File: src/rtl/can_regs_pkg.sv
package can_regs_pkg;

    localparam int DW = 32;
    localparam int AW = 8;

    localparam logic [AW-1:0] OFS_CTL  = 8'h00;
    localparam logic [AW-1:0] OFS_STAT = 8'h04;
    localparam logic [AW-1:0] OFS_BT   = 8'h08;

    localparam int CTL_INIT = 0;
    localparam int CTL_IE   = 1;
    localparam int CTL_SIE  = 2;
    localparam int CTL_EIE  = 3;
    localparam int CTL_DAR  = 5;
    localparam int CTL_CCE  = 6;
    localparam int CTL_TEST = 7;

    localparam logic [7:0] CTL_WMASK = 8'hEF;
    localparam logic [7:0] CTL_RST   = 8'h01;

    typedef struct packed {
        logic       bus_off;
        logic       warn;
        logic [2:0] lec;
    } stat_t;

endpackage

File: src/rtl/can_ctl_reg.sv
module can_ctl_reg
    import can_regs_pkg::*;
(
    input  logic       clk,
    input  logic       rst_n,
    input  logic       wr_en,
    input  logic [7:0] wbyte,
    input  logic       hw_set_init,
    output logic [7:0] ctl
);

    typedef struct packed {
        logic [7:0] ctl;
    } ctl_state_t;

    ctl_state_t st_d, st_q;

    always_comb begin
        st_d = st_q;
        if (wr_en) begin
            st_d.ctl = wbyte & CTL_WMASK;
        end
        if (hw_set_init) begin
            st_d.ctl[CTL_INIT] = 1'b1;
        end
    end

    always_ff @(posedge clk or negedge rst_n) begin
        if (!rst_n) begin
            st_q.ctl <= CTL_RST;
        end else begin
            st_q <= st_d;
        end
    end

    assign ctl = st_q.ctl;


    hw_init_wins_chk: assert property (@(posedge clk) disable iff (!rst_n)
        hw_set_init |=> ctl[CTL_INIT]);


    ctl_rsv_zero_chk: assert property (@(posedge clk) disable iff (!rst_n)
        wr_en |=> (ctl[4] == 1'b0));

endmodule

File: src/rtl/can_bt_reg.sv
module can_bt_reg #(
    parameter int              BT_W   = 16,
    parameter logic [BT_W-1:0] BT_RST = 16'h2301,
    parameter int              NB     = BT_W / 8
) (
    input  logic            clk,
    input  logic            rst_n,
    input  logic            wr_sel,
    input  logic [NB-1:0]   be,
    input  logic [BT_W-1:0] wdata,
    input  logic            cfg_ok,
    output logic [BT_W-1:0] bt
);

    typedef struct packed {
        logic [BT_W-1:0] bt;
    } bt_state_t;

    bt_state_t st_d, st_q;
    logic [BT_W-1:0] lane_next;

    for (genvar g = 0; g < NB; g++) begin : g_lane
        assign lane_next[g*8 +: 8] = (wr_sel && cfg_ok && be[g]) ?
                                     wdata[g*8 +: 8] : st_q.bt[g*8 +: 8];
    end

    always_comb begin
        st_d    = st_q;
        st_d.bt = lane_next;
    end

    always_ff @(posedge clk or negedge rst_n) begin
        if (!rst_n) begin
            st_q.bt <= BT_RST;
        end else begin
            st_q <= st_d;
        end
    end

    assign bt = st_q.bt;


    bt_locked_chk: assert property (@(posedge clk) disable iff (!rst_n)
        !cfg_ok |=> $stable(bt));

endmodule

File: src/rtl/can_stat_irq.sv
module can_stat_irq
    import can_regs_pkg::*;
(
    input  logic  clk,
    input  logic  rst_n,
    input  logic  upd,
    input  stat_t upd_val,
    input  logic  err_ie,
    input  logic  stat_rd,
    output stat_t stat,
    output logic  pend,
    output logic  bus_off_rise
);

    typedef struct packed {
        stat_t stat;
        logic  pend;
    } si_state_t;

    si_state_t st_d, st_q;
    logic      flag_chg;
    logic      pend_set;

    always_comb begin
        st_d         = st_q;
        flag_chg     = upd && ((upd_val.bus_off != st_q.stat.bus_off) ||
                               (upd_val.warn    != st_q.stat.warn));
        pend_set     = flag_chg && err_ie;
        bus_off_rise = upd && upd_val.bus_off && !st_q.stat.bus_off;
        if (upd) begin
            st_d.stat = upd_val;
        end
        if (stat_rd) begin
            st_d.pend = 1'b0;
        end
        if (pend_set) begin
            st_d.pend = 1'b1;
        end
    end

    always_ff @(posedge clk or negedge rst_n) begin
        if (!rst_n) begin
            st_q <= '0;
        end else begin
            st_q <= st_d;
        end
    end

    assign stat = st_q.stat;
    assign pend = st_q.pend;


    stat_hold_chk: assert property (@(posedge clk) disable iff (!rst_n)
        !upd |=> $stable(stat));


    pend_set_chk: assert property (@(posedge clk) disable iff (!rst_n)
        (upd && err_ie && (upd_val.warn != stat.warn)) |=> pend);


    pend_clr_chk: assert property (@(posedge clk) disable iff (!rst_n)
        (stat_rd && !upd) |=> !pend);

endmodule

File: src/rtl/can_ctrl_regs.sv
module can_ctrl_regs
    import can_regs_pkg::*;
#(
    parameter int              BT_W   = 16,
    parameter logic [BT_W-1:0] BT_RST = 16'h2301
) (
    input  logic            clk,
    input  logic            rst_n,
    input  logic [7:0]      bus_addr,
    input  logic            bus_we,
    input  logic [3:0]      bus_be,
    input  logic [31:0]     bus_wdata,
    input  logic            bus_rd,
    output logic [31:0]     bus_rdata,
    input  logic            eng_upd,
    input  logic [2:0]      eng_lec,
    input  logic            eng_bus_off,
    input  logic            eng_warn,
    output logic            init_mode,
    output logic            no_retx,
    output logic            test_mode,
    output logic [BT_W-1:0] bt_cfg,
    output logic            err_irq
);

    localparam int NB = BT_W / 8;

    logic [7:0] ctl;
    stat_t      stat;
    stat_t      upd_val;
    logic       pend;
    logic       bus_off_rise;
    logic       sel_ctl, sel_stat, sel_bt;
    logic       unused_bits;

    assign sel_ctl  = (bus_addr == OFS_CTL);
    assign sel_stat = (bus_addr == OFS_STAT);
    assign sel_bt   = (bus_addr == OFS_BT);
    assign upd_val  = '{bus_off: eng_bus_off, warn: eng_warn, lec: eng_lec};
    assign unused_bits = ^{bus_wdata[31:BT_W], bus_be[3:NB], ctl[CTL_SIE]};

    can_ctl_reg u_ctl (
        .clk         (clk),
        .rst_n       (rst_n),
        .wr_en       (bus_we && sel_ctl && bus_be[0]),
        .wbyte       (bus_wdata[7:0]),
        .hw_set_init (bus_off_rise),
        .ctl         (ctl)
    );

    can_bt_reg #(
        .BT_W   (BT_W),
        .BT_RST (BT_RST),
        .NB     (NB)
    ) u_bt (
        .clk    (clk),
        .rst_n  (rst_n),
        .wr_sel (bus_we && sel_bt),
        .be     (bus_be[NB-1:0]),
        .wdata  (bus_wdata[BT_W-1:0]),
        .cfg_ok (ctl[CTL_CCE] && ctl[CTL_INIT]),
        .bt     (bt_cfg)
    );

    can_stat_irq u_si (
        .clk          (clk),
        .rst_n        (rst_n),
        .upd          (eng_upd),
        .upd_val      (upd_val),
        .err_ie       (ctl[CTL_EIE]),
        .stat_rd      (bus_rd && sel_stat),
        .stat         (stat),
        .pend         (pend),
        .bus_off_rise (bus_off_rise)
    );

    always_comb begin
        bus_rdata = '0;
        if (sel_ctl) begin
            bus_rdata[7:0] = ctl;
        end else if (sel_stat) begin
            bus_rdata[2:0] = stat.lec;
            bus_rdata[6]   = stat.warn;
            bus_rdata[7]   = stat.bus_off;
        end else if (sel_bt) begin
            bus_rdata[BT_W-1:0] = bt_cfg;
        end
    end

    assign init_mode = ctl[CTL_INIT];
    assign no_retx   = ctl[CTL_DAR];
    assign test_mode = ctl[CTL_TEST];
    assign err_irq   = pend && ctl[CTL_IE];


    irq_gate_chk: assert property (@(posedge clk) disable iff (!rst_n)
        err_irq |-> ctl[CTL_IE]);

endmodule

File: config.mk
export PLATFORM = sky130hd
export DESIGN_NAME = can_ctrl_regs
export DESIGN_NICKNAME = d
export VERILOG_FILES = /design/src/rtl/can_regs_pkg.sv /design/src/rtl/can_ctl_reg.sv /design/src/rtl/can_bt_reg.sv /design/src/rtl/can_stat_irq.sv /design/src/rtl/can_ctrl_regs.sv
export SDC_FILE = /design/constraint.sdc
export NUM_CORES = 1
export LEC_CHECK = 0
export BUFFER_PORTS_ARGS = -buffer_cell sky130_fd_sc_hd__clkbuf_2
export CORE_UTILIZATION = 30
export DETAILED_ROUTE_END_ITERATION = 8
export GPL_TIMING_DRIVEN = 0
export SETUP_SLACK_MARGIN = 0.2
export SYNTH_ARGS = -nofsm -noshare
export SYNTH_HDL_FRONTEND = slang
export SYNTH_SLANG_ARGS = --single-unit
File: constraint.sdc
create_clock -name clk -period 1.7 [get_ports clk]
set_input_delay 0 -clock clk [delete_from_list [all_inputs] [get_ports clk]]
set_output_delay 0 -clock clk [all_outputs]
set_load 0.005 [all_outputs]
# After elaboration in Yosys (flattened, before gate mapping)
# Index checks and enable logic that the tools add are counted.
[op_classes]
div_mod_pow = 0
n_shift = 0
magnitude_cmp = 0
n_eq_ne = 4
bitwise = 0
addsub = 0
muxes = 11
n_reduce_logical = 18
multipliers = 0
[ops]
columns = ["op", "count"]
rows = [
  ["$mux W8", 3],
  ["$mux W16", 1],
  ["$logic_and A1 B1 Y1", 13],
  ["$eq A8 B3 Y1 const B", 1],
  ["$eq A8 B4 Y1 const B", 1],
  ["$logic_not A8 Y1", 1],
  ["$mux W3", 2],
  ["$mux W1", 4],
  ["$reduce_bool A2 Y1", 2],
  ["$mux W2", 1],
  ["$ne A1 B1 Y1", 2],
  ["$logic_not A1 Y1", 1],
  ["$logic_or A1 B1 Y1", 1],
]
[word_totals]
ff_bits = 29
wordCells = 41
latchBits = 0
n_memories = 0
ramBits = 0
rom_bits = 0

# Longest topological paths before layout
[depth]
word_depth = 5
depth_mapped = 5
ltp_nobuf = 3

# Modules after synthesis
# From an unflattened synthesis, not the netlist that was laid out.
[unflattened]
cells_unflattened = 138
area_unflattened_um2 = 1631.6
[by_module_without_submodules]
columns = ["mod", "cells_per_inst", "area_each_um2", "instances"]
rows = [
  ["can_bt_reg", 34, 605.6, 1],
  ["can_ctrl_regs", 66, 473.0, 1],
  ["can_ctl_reg", 18, 281.5, 1],
  ["can_stat_irq", 20, 271.5, 1],
]

# Least setup slack after synthesis
# No wires, ideal clock.
[synth_timing]
path_kind = "in2reg"
from = "input bus_addr[7]"
to = "register u_bt.bt[1] (netlist name)"
cell_stages = 5
setup_time_ns = 0.125
required_time_ns = 1.575
setup_slack_ns = -0.062
arrival_ns = 1.637
path_buffers = 2
cell_sequence = "or4_1 buf_2 or4_4 buf_6 mux2_4"
[synth_via]
elab_chain_len = 4
[synth_rtl]
columns = ["element", "line", "source"]
rows = [
  ["start, declared", "can_ctrl_regs.sv:9", "input logic [7:0] bus_addr,"],
  ["$eq A8 B4 Y1", "can_ctrl_regs.sv:38", "assign sel_bt = (bus_addr == OFS_BT);"],
  ["$logic_and A1 B1 Y1", "can_ctrl_regs.sv:58", ".wr_sel (bus_we && sel_bt),"],
  ["$logic_and A1 B1 Y1 (2 in a row)", "can_bt_reg.sv:23", "assign lane_next[g*8 +: 8] = (wr_sel && cfg_ok && be[g]) ?"],
]
# No other way between the ends.
# A chain may end at the register's enable or synchronous reset.

# Worst setup path in the final report
[layout_timing]
from = "register u_ctl.ctl[0] (netlist name)"
to = "register u_bt.bt[7] (netlist name)"
[layout_via]
elab_chain_len = 3
[layout_rtl]
columns = ["element", "line", "source"]
rows = [
  ["$logic_and A1 B1 Y1", "can_ctrl_regs.sv:61", ".cfg_ok (ctl[CTL_CCE] && ctl[CTL_INIT]),"],
  ["$logic_and A1 B1 Y1 (2 in a row)", "can_bt_reg.sv:23", ""],
]
# No other way between the ends.

==> summary.txt <==
Worst setup path
  • Critical Path, Cell by Cell: nand2_4 -> or4_4 -> buf_12 -> mux2_4
  • Worst Path Buf+Inv: 1
  • Cell family with most CP delay: flip-flops
  • Critical path class: reg2reg
  • R2R setup slack: 0.08 ns
  • R2R Path End: u_bt.bt[7]
  • Crit Path Max Fanout: 8
  • Worst EP arrival: 1.78 ns
  • Worst Reg-to-Reg Cells: 4
  • Crit-path max cell delay: roughly 0.55 ns
  • CP required: 1.86 ns
  • Slowest CP cell: dfstp_2
  • Worst reg2reg startpoint: u_ctl.ctl[0]
  • Crit start category: flip-flop
  • Crit end category: flip-flop

STA
  • # setup viols final: 0
  • Actual slew at the worst max-slew pin: 0.735 ns
  • Max_slew headroom: 51.0%
  • RSZ-0062 raised after global routing: yes
  • Post-route worst setup slack: 0.0849 ns
  • Final hold slack: 0.0974 ns
  • Worst Skew: 0.00768 ns
  • Max frequency: ~0.62 GHz
  • Period utilization: 95.0%
  • Fin crit period: 1.62 ns
  • Final Hold Viols: 0
  • Fin. max-slew vios: 0

Routing
  • DR iter-0 viols: 57
  • Drt drc: 0
  • Routed vias: approximately 1.4k
  • ANT nets after route: 0
  • DRT Pass-1 Iters: 4
  • Via density: 4.22
  • Wire length per cell: 13.0 µm
  • Total wire length: 4280 µm

Clocking
  • Number of buffers created by CTS: 5
  • Clock-pin slew of the registers on the worst-case setup and hold paths: 0.07 ns
  • CTS Sinks: 29
  • H-tree depth: 2
  • CTS tree: built
  • Clock Tree Buf Depth: 2
  • CTS root buffer: clkbuf_8
  • Clk_lat worst skew: about 0.28 ns

Global routing
  • Largest net degree at the start of global routing: 30
  • Global-route wire length before repair: 6330 µm
  • GRT Total Usage: 15.6%
  • Vias in the first global route: 1278
  • Initial antenna violation count: 0
  • Overflow after GRT: 0

Finish
  • Share of cells above drive strength 1: 59.5%
  • Fin cells: approximately 330
  • NumNets Final: roughly 310
  • Synthesis-to-layout area growth: 61.6%
  • Ant diodes: 0

Yosys
  • Post-synth ARST share: 100%
  • YS warnings: 0
  • Netlist cell types: 30
  • Post-synth EDFFs: 0
  • Top-count cell post-synth: dfrtp_1
  • Synth Instances: ~140
  • Seq/Total Area, Yosys: 45.1%
  • Top_reg_cell synth: dfrtp_1
  • Yosys top cell by area: dfrtp_1
  • Synth top area share: a little under two fifths
  • Seq cells post-synth: 29
  • Mapped Area: 0.00162 mm²
  • Avg Inst Size Synth: about 12 µm²
  • Synth area leaders: dfrtp_1 (37%), mux2_2 (13%), dfstp_2 (8.1%), buf_4 (7.4%), mux2_4 (7.4%)
  • Post-synth top cells: dfrtp_1 (24), mux2_2 (19), buf_4 (16)

Floorplanning
  • Die area: ~0.0057 mm²
  • Die Y: 75.5 µm
  • Starting Density: 31.3%
  • Rows: 26
  • Top-level port count: 106
  • Die Wd: 75.5 µm
  • CORE AREA: about 0.0052 mm²

Run status
  • Outcome: complete, no violations

Flow run
  • Max-Cap Viols: 0

Min path
  • Worst hold start: bus_rd
  • Type of the worst min-delay path: in2reg
  • Worst hold endpoint: u_si.pend
  • Hold path depth: 4

Pwr
  • Peak VDD IR: around 0.22 mV
  • P_leak: 1.38 nW
  • Pwr/cell area: 577 mW/mm²

Place
  • Placed Cells: 292
  • Port Buffers: 70
  • DP HPWL: about 3000 µm
  • GPL Wtd Cong: roughly 0.73
  • Pre-CTS WS: -0.276 ns
## cell type report
cell class | instances | area (µm²)
Fill cell | 491 | 2550
Multi-Input combinational cell | 100 | 900
Sequential cell | 29 | 732
Timing Repair Buffer | 99 | 636
Buffer | 22 | 179
Tap cell | 70 | 87.6
Clock buffer | 6 | 72.6
Clock inverter | 2 | 10.0
Inverter | 1 | 3.75
## timing repair
action	in CTS	in global routing
hold buffers	22	0
buffers inserted	7	0
pin swaps	4	0
resized for setup	11	9
setup endpoints to repair	29	32
endpoints found under the hold margin	51	0
## registers in the layout, summed over array words and instances (netlist names)
| register | cells |
|---|---|
| u_ctl.ctl | 7 |
| u_si.pend | 1 |
| u_si.stat | 5 |
| u_bt.bt | 16 |
## tightest hold or removal path: stages
cell and delay (ns):
clkbuf_2 0.08, nand2_1 0.05, or4_1 0.10, a32o_1 0.11
## metrics by stage
stage	power, W	cell area, µm²	util, %	setup TNS, ns
6_report	0.00151	2620	50.7	0
5_1_grt	0.00159	2620	50.7	0
4_1_cts	0.00153	2610	50.4	0
3_5_place_dp	0.000924	2190	42.4	-3.92
3_3_place_gp	0.000920	2190	42.4	-3.48
2_1_floorplan	0.000844	1760	-	-0.0268
## how the worst max path moves through the flow
stage	startpoint	to	depth (start not counted)
final	u_ctl.ctl[0]	u_bt.bt[7]	4
after global routing	u_ctl.ctl[0]	u_bt.bt[7]	4
after CTS	u_ctl.ctl[0]	u_bt.bt[7]	4
after detailed placement	bus_addr[7]	u_ctl.ctl[1]	5
after global placement	bus_addr[7]	u_ctl.ctl[1]	5
after floorplan	bus_addr[7]	u_bt.bt[1]	5
## layout by cell type, fill, tap and decap left out, drive strengths merged
cell type / Yosys / final
clkinv: 0 / 2
dfstp: 5 / 5
dfrtp: 24 / 24
nand3b: 2 / 2
nor2: 1 / 1
conb: 1 / 16
nor2b: 1 / 1
nor3: 2 / 2
buf: 19 / 31
nand2: 10 / 10
and2: 10 / 10
clkbuf: 3 / 74
xnor2: 2 / 2
nand4b: 1 / 1
mux2i: 7 / 7
dlygate4sd3: 0 / 22
or4: 3 / 3
a21oi: 5 / 5
mux2: 27 / 27
or2: 7 / 7
nor4: 2 / 2
a32o: 1 / 1
o21bai: 1 / 1
o41ai: 1 / 1
or4b: 1 / 1
inv: 1 / 1
## logic make-up after synthesis
| kind of cell | synth area share [%] |
|---|---|
| other | 0.231 |
| AOI/OAI and AO/OA | 3.16 |
| muxes | 24.9 |
| and+or+nand+nor | 15.9 |
| buffers and inverters | 9.57 |
| DFF | 45.1 |
| xor gates and xnor gates | 1.08 |
## report_power, final
part | total, W | internal, W | switching (W)
clock | 0.000552 | 0.000283 | 0.000269
sequential | 0.000730 | 0.000713 | 0.0000165
combinational | 0.000229 | 0.000137 | 0.0000922
total | 0.00151 | 0.00113 | 0.000377
## routing by layer
layer | part of all wire [%] | track usage, % | vias to the layer above | routed length, µm
li1 | - | - | 689 | -
met1 | 44 | 21.2 | 641 | 1900
met2 | 49 | 22.9 | 47 | 2090
met3 | 4.7 | 4.10 | 11 | 201
met4 | 2.0 | 7.82 | 0 | 87
met5 | 0 | 0 | - | 0
No activity file was read; power rests on OpenSTA's default activity.
